File: config.mk
export PLATFORM = sky130hd
export DESIGN_NAME = next_pc_unit
export DESIGN_NICKNAME = d
export VERILOG_FILES = /design/src/rtl/npc_pkg.sv /design/src/rtl/npc_targets.sv /design/src/rtl/npc_select.sv /design/src/rtl/npc_word_reg.sv /design/src/rtl/next_pc_unit.sv
export SDC_FILE = /design/constraint.sdc
export NUM_CORES = 1
export LEC_CHECK = 0
export ABC_CLOCK_PERIOD_IN_PS = 7300
export CORE_MARGIN = 10
export CORE_UTILIZATION = 30
export DETAILED_ROUTE_END_ITERATION = 10
export GPL_TIMING_DRIVEN = 0
export HOLD_SLACK_MARGIN = 0.06
export PLACE_DENSITY = 0.62
export RECOVER_POWER = 100
export SLEW_MARGIN = 10
export SYNTH_ARGS = -nofsm -noshare
export SYNTH_HDL_FRONTEND = slang
export SYNTH_SLANG_ARGS = --single-unit
File: constraint.sdc
create_clock -name clk -period 7.3 [get_ports clk]
set_input_delay 1.095 -clock clk [delete_from_list [all_inputs] [get_ports clk]]
set_output_delay 1.095 -clock clk [all_outputs]
set_load 0.005 [all_outputs]
File: src/rtl/npc_pkg.sv
package npc_pkg;
  typedef enum logic [1:0] {
    SRC_SEQ    = 2'd0,
    SRC_BRANCH = 2'd1,
    SRC_JUMP   = 2'd2
  } npc_src_e;
endpackage

File: src/rtl/npc_targets.sv
module npc_targets #(
  parameter int WORD_W = 30,
  parameter int BR_W   = 16,
  parameter int JMP_W  = 26
) (
  input  logic [WORD_W-1:0] word_pc,
  input  logic [BR_W-1:0]   imm_br,
  input  logic [JMP_W-1:0]  imm_jmp,
  output logic [WORD_W-1:0] inc_w,
  output logic [WORD_W-1:0] br_w,
  output logic [WORD_W-1:0] jmp_w
);
  localparam int SEXT_W = WORD_W - BR_W;
  localparam int JHI_W  = WORD_W - JMP_W;

  logic [WORD_W-1:0] br_off;

  assign inc_w  = word_pc + WORD_W'(1);
  assign br_off = {{SEXT_W{imm_br[BR_W-1]}}, imm_br};
  assign br_w   = inc_w + br_off;

  generate
    if (JHI_W > 0) begin : g_region
      assign jmp_w = {inc_w[WORD_W-1 -: JHI_W], imm_jmp};
    end else begin : g_flat
      assign jmp_w = imm_jmp[WORD_W-1:0];
    end
  endgenerate
endmodule

File: src/rtl/npc_select.sv
module npc_select
  import npc_pkg::*;
(
  input  logic     do_jump,
  input  logic     br_eq,
  input  logic     br_ne,
  input  logic     alu_zero,
  output npc_src_e src
);
  logic br_taken;

  always_comb begin
    br_taken = (br_eq & alu_zero) | (br_ne & ~alu_zero);
    if (do_jump)       src = SRC_JUMP;
    else if (br_taken) src = SRC_BRANCH;
    else               src = SRC_SEQ;
  end
endmodule

File: src/rtl/npc_word_reg.sv
module npc_word_reg
  import npc_pkg::*;
#(
  parameter int WORD_W = 30
) (
  input  logic              clk,
  input  logic              rst,
  input  logic              en,
  input  npc_src_e          src,
  input  logic [WORD_W-1:0] inc_w,
  input  logic [WORD_W-1:0] br_w,
  input  logic [WORD_W-1:0] jmp_w,
  output logic [WORD_W-1:0] word_pc
);
  logic [WORD_W-1:0] next_w;

  always_comb begin
    unique case (src)
      SRC_JUMP:   next_w = jmp_w;
      SRC_BRANCH: next_w = br_w;
      default:    next_w = inc_w;
    endcase
  end

  always_ff @(posedge clk) begin
    if (rst)     word_pc <= '0;
    else if (en) word_pc <= next_w;
  end
endmodule

File: src/rtl/next_pc_unit.sv
module next_pc_unit
  import npc_pkg::*;
#(
  parameter int PC_W       = 32,
  parameter int ALIGN_BITS = 2,
  parameter int BR_W       = 16,
  parameter int JMP_W      = 26
) (
  input  logic             clk,
  input  logic             rst,
  input  logic             adv_en,
  input  logic [BR_W-1:0]  imm_br,
  input  logic [JMP_W-1:0] imm_jmp,
  input  logic             do_jump,
  input  logic             br_eq,
  input  logic             br_ne,
  input  logic             alu_zero,
  output logic [PC_W-1:0]  pc_out
);
  localparam int WORD_W = PC_W - ALIGN_BITS;

  logic [WORD_W-1:0] word_pc;
  logic [WORD_W-1:0] inc_w;
  logic [WORD_W-1:0] br_w;
  logic [WORD_W-1:0] jmp_w;
  npc_src_e          src;

  npc_targets #(
    .WORD_W(WORD_W),
    .BR_W  (BR_W),
    .JMP_W (JMP_W)
  ) u_targets (
    .word_pc(word_pc),
    .imm_br (imm_br),
    .imm_jmp(imm_jmp),
    .inc_w  (inc_w),
    .br_w   (br_w),
    .jmp_w  (jmp_w)
  );

  npc_select u_select (
    .do_jump (do_jump),
    .br_eq   (br_eq),
    .br_ne   (br_ne),
    .alu_zero(alu_zero),
    .src     (src)
  );

  npc_word_reg #(
    .WORD_W(WORD_W)
  ) u_reg (
    .clk    (clk),
    .rst    (rst),
    .en     (adv_en),
    .src    (src),
    .inc_w  (inc_w),
    .br_w   (br_w),
    .jmp_w  (jmp_w),
    .word_pc(word_pc)
  );

  assign pc_out = {word_pc, {ALIGN_BITS{1'b0}}};
endmodule

## Word level (Yosys, flattened, before mapping)

Index checks and enable logic that the tools add are counted.

| operators by class | value |
|---|---|
| equality and inequality tests | 2 |
| $add $sub $neg | 2 |
| mux-type cells | 3 |
| bitwise gates (word level) | 4 |

Operators with widths:

| kind | number |
|---|---|
| $pmux W30 S2 | 1 |
| $add A30 B1 Y30 const B | 1 |
| $add A30 B30 Y30 | 1 |
| $and A1 B1 Y1 | 2 |
| $eq A2 B1 Y1 const B | 1 |
| $eq A2 B2 Y1 const B | 1 |
| $mux W2 | 1 |
| $mux W1 | 1 |
| $not A1 Y1 | 1 |
| $or A1 B1 Y1 | 1 |

| word-level totals | value |
|---|---|
| register bits after elaboration | 30 |
| output and inout bits | 32 |
| logic and storage cells | 12 |
| input bits | 49 |

## Depth between registers and ports, before layout

| depth | value |
|---|---|
| depth in word-level cells | 7 |
| mapped depth | 18 |
| gate-level depth less buffers | 17 |

## Hierarchy

Synthesis repeated with hierarchy kept, for this count alone.

| second synthesis, totals | value |
|---|---|
| cell total of the unflattened synthesis | 474 |
| area, all modules | 4154.0 um^2 |

By module, submodules not included:

| module | instances | sequential area each (um^2) | area each (um^2) | cells each |
|---|---|---|---|---|
| npc_targets | 1 | 0.0 | 2302.2 | 322 |
| npc_word_reg | 1 | 600.6 | 1811.7 | 146 |
| npc_select | 1 | 0.0 | 21.3 | 3 |
| next_pc_unit | 1 | 0.0 | 18.8 | 3 |

## Worst setup path before layout

Ideal clock, no wire load.

| path | value |
|---|---|
| kind | reg2reg |
| from | register u_reg.word_pc[0] |
| to | register u_reg.word_pc[29] |
| clock period less this slack | 3588 ps |
| library setup time | 123 ps |
| cell stages (with the launch flop) | 19 |
| slack | 3712 ps |
| required time | 7177 ps |
| buffers on the path | 2 |
| arrival | 3465 ps |
| path through | dfxtp_1 ha_1 nand3_1 or3_1 or2_1 clkbuf_1 nor2_1 xor2_1 ha_1 clkbuf_1 a21o_1 a211oi_1 nand2_1 nor2_1 o21ai_1 nand2_1 nand4b_1 nand4b_1 mux2_1 |

| between the ends | value |
|---|---|
| cells in the longest elaborated chain, start to end | 3 |

Ends and longest elaborated chain:

| element | line | RTL |
|---|---|---|
| start, declared | npc_word_reg.sv:13 | `output logic [WORD_W-1:0] word_pc` |
| start signal, assigned | npc_word_reg.sv:27 | `else if (en) word_pc <= next_w;` |
| $add A30 B1 Y30 (*) | npc_targets.sv:18 | `assign inc_w = word_pc + WORD_W'(1);` |
| $add A30 B30 Y30 | npc_targets.sv:20 | `assign br_w = inc_w + br_off;` |
| $pmux W30 S2 (*) | npc_word_reg.sv:18 | `unique case (src)` |

Every way passes the cells marked *; elsewhere a longest branch is shown, timed or not.
A chain may end at the register's enable or synchronous reset.

## Worst setup path in the final report

| path | value |
|---|---|
| from | input port imm_br[15] |
| to | register u_reg.word_pc[29] |

| between the ends | value |
|---|---|
| cells in the longest elaborated chain, start to end | 2 |

Ends and longest elaborated chain:

| element | line | RTL |
|---|---|---|
| start, declared | next_pc_unit.sv:12 | `input logic [BR_W-1:0] imm_br,` |
| $add A30 B30 Y30 | npc_targets.sv:20 |  |
| $pmux W30 S2 | npc_word_reg.sv:18 |  |

Every way passes these cells.

==> results by group <==
Routing
  • Final WL: ~14 mm
  • Met1 wire length: just over 6 mm
  • Wirelength per Cell: about 18 um
  • Post-DRT Antenna Nets: 0
  • Initial drt markers: roughly 360
  • DR vias/cell: about 5.6
  • # DRC: 0
  • Initial DRT Pass Iterations: 5
  • Top sig layer: met4
  • DR WL met3: 1.22 mm
  • Metal2 WL: 6.60 mm
  • Vias: ~4400

Global route
  • Total gr overflow: 0
  • All-layer global routing usage: 0.157
  • Largest net degree at the start of global routing: 20
  • Vias in the first global route: 4266
  • Global-route wire length before repair: 22.6 mm
  • Antenna violations before repair: 0

Power and ir drop
  • Final Power: roughly 0.73 mW
  • Max IR drop VDD: 0.0958 mV
  • Pwr/cell area: around 150 nW/um^2
  • Leakage: just over 2 nW

STA
  • Final Hold Fails: 0
  • Clock skew: approximately 4.3 ps
  • Hold slack: 523 ps
  • Max-slew violation count: 0
  • Max Clk Rate: roughly 190 MHz
  • Worst rel slew slack: 0.274
  • Tightest Pin Transition: between 1000 and 1500 ps
  • Fin crit share: 0.718
  • Final min period: about 5200 ps
  • Unrepaired setup endpoints after global routing: no
  • Setup TNS: 0 ps
  • Finish-stage setup viols: 0

Place
  • Placed insts: around 770
  • Gpl congestion: 0.903
  • Final HPWL DP: between 10 and 15 mm
  • Port bufs: 77

Synth
  • Top FF cell, synth: dfxtp_1
  • Yosys cell types: 66
  • Cell Area, Synth: roughly 3700 sq um
  • Number of synthesized register bits: 30
  • Post-synth EDFFs: 0
  • Register area share after synthesis: 0.160
  • Syn Inst Count: 527
  • Synth warn: 0
  • Syn_area_per_cell: 7.11 sq um
  • Async SR Flop Fraction: 0

Clock network
  • CTS clk-pin slew, worst paths: roughly 60 ps
  • Clock tree buffer depth: 2
  • Cts repair resizes: 0
  • Clock Tree Root: clkbuf_16
  • H-tree depth: 2
  • Clock Latency Late Sink: between 200 and 300 ps
  • Hold buffers post-CTS: 0
  • Clock sink total: 30
  • Num CTS Buffers: 5
  • TritonCTS clock tree: yes
  • Post-CTS setup buffers: 0

Floorplan
  • I/O pin total: roughly 80
  • Die X: ~130 um
  • Total die area: ~17000 sq um
  • Std-Cell Rows: 40
  • Die height: ~130 um
  • Core area: 12100 sq um
  • Initial core utilization: 0.310

Worst setup path
  • Crit path DAT: ~5400 ps
  • Critical Path Sink Type: flop
  • Worst Path Required: between 7000 and 8000 ps
  • Critical path launch point type: input port
  • Crit Path Category: input port to flop
  • CP Max Fanout: 19

Finish
  • Fraction of final layout cells sized beyond drive strength 1: 0.0294
  • Sequential Area: 601 sq um
  • Largest regs: u_reg.word_pc x30
  • Final nets: about 700
  • Number of diodes: 0
  • Area delta synth->final: 30.1%
  • Layout fillers: between 1000 and 1500
  • Fin cells: about 780
  • Largest register FFs: 30
  • Biggest register: u_reg.word_pc
  • Multi-input logic area: 2940 sq um

Min path
  • Min-delay worst type: flop to flop

Outcome
  • Status: finished, final reports clean

Job
  • MaxCap Viol Count: 0
-- layout make-up --
type | count | share of cell area
inverters | 18 | 0.0138
multi-input cells | 447 | 0.603
well taps | 168 | 0.0431
plain buffers | 33 | 0.0285
clock inverters | 1 | 0.00103
clock buffers | 7 | 0.0292
repair buffers | 77 | 0.158
flip-flops and latches | 30 | 0.123
-- report_power, final --
group,leakage (nW),total (mW),switching [mW],internal [mW]
Sequential,0.248,0.200,0.0217,0.178
Combinational,1.72,0.311,0.172,0.139
Clock,0.0739,0.214,0.0789,0.135
Total,2.04,0.725,0.273,0.452
-- metal layers --
metal,GRT usage,up-vias
met5,0,-
met4,0.0519,0
met3,0.0309,35
met2,0.258,210
met1,0.200,2038
li1,-,2083
-- final timing paths --
| kind | start | endpoint | slack (ps) | cells past startpoint |
|---|---|---|---|---|
| min | u_reg.word_pc[13]$_SDFFE_PP0P_ | u_reg.word_pc[13]$_SDFFE_PP0P_ | 520 | 2 |
| min reg2reg | u_reg.word_pc[13]$_SDFFE_PP0P_ | u_reg.word_pc[13]$_SDFFE_PP0P_ | 520 | 2 |
| max | imm_br[15] | u_reg.word_pc[29]$_SDFFE_PP0P_ | 2060 | 12 |
| max reg2reg | u_reg.word_pc[0]$_SDFFE_PP0P_ | u_reg.word_pc[29]$_SDFFE_PP0P_ | 2260 | 17 |
-- Yosys cell counts, types with 7 or more instances --
cell / number / area share
xor2_1: 13 / 0.030
xnor2_1: 32 / 0.075
nand2b_1: 7 / 0.012
a21o_1: 12 / 0.024
a221oi_1: 17 / 0.040
ha_1: 35 / 0.12
nor3_1: 24 / 0.032
inv_1: 17 / 0.017
a211oi_1: 10 / 0.020
nand2_1: 71 / 0.071
nand3_1: 15 / 0.020
dfxtp_1: 30 / 0.16
o21ai_0: 16 / 0.021
clkbuf_1: 26 / 0.026
nand4_1: 11 / 0.018
nor2_1: 55 / 0.055
o211ai_1: 7 / 0.014
nor2b_1: 7 / 0.012
a21oi_1: 31 / 0.041
-- kinds of logic (layout without fill, tap and decap cells) --
group | count (synthesis) | after routing | synth area share
simple gates | 225 | 225 | 0.294
compound gates | 135 | 135 | 0.251
buf+inv | 51 | 136 | 0.0554
xor+xnor | 45 | 45 | 0.105
fa+ha+maj | 36 | 36 | 0.122
flops | 30 | 30 | 0.160
mux | 4 | 4 | 0.0113
other cells | 1 | 2 | 0.00100
-- layout by cell type (no fill, tap or decap), types with 3 or more instances in the layout --
cell type        synthesis  layout
nand2b_1                 7       7
dfxtp_1                 30      30
nand3_1                 15      15
nand4b_1                 4       4
and4_1                   3       3
ha_1                    35      35
clkbuf_16                0       5
xor2_1                  13      13
dlygate4sd3_1            0      33
clkdlybuf4s50_1          0      44
a221oi_1                17      17
nor3_1                  24      24
nor2_1                  55      55
a211oi_1                10      10
nand2_1                 71      71
or3_1                    3       3
clkbuf_1                26      29
a221o_1                  3       3
nor2b_1                  7       7
and3_1                   5       5
o21a_1                   6       6
a311oi_1                 3       3
xnor2_1                 32      32
nor4b_1                  3       3
o211ai_1                 7       7
nand4_1                 11      11
a31oi_1                  5       5
a21oi_1                 31      31
a21o_1                  12      12
inv_1                   17      17
o21ai_0                 16      20
-- worst max-delay path, stage by stage --
cell	delay, ps
dlygate4sd3_1	1030
ha_1	250
clkbuf_1	250
nand4_1	200
or3_1	400
a2111oi_0	920
nor4b_1	200
o21ai_0	210
nand2_1	140
a221oi_2	240
nand4b_1	140
mux2_1	320
-- stage by stage --
stage	instance area (sq um)	util	setup slack [ps]
after CTS	4880	0.403	2380
after global placement	4730	0.391	2110
after global routing	4880	0.403	1470
final	4880	0.403	2060
after floorplan	3750	-	3710
after detailed placement	4730	0.391	2100
No activity file was read; power rests on OpenSTA's default activity.
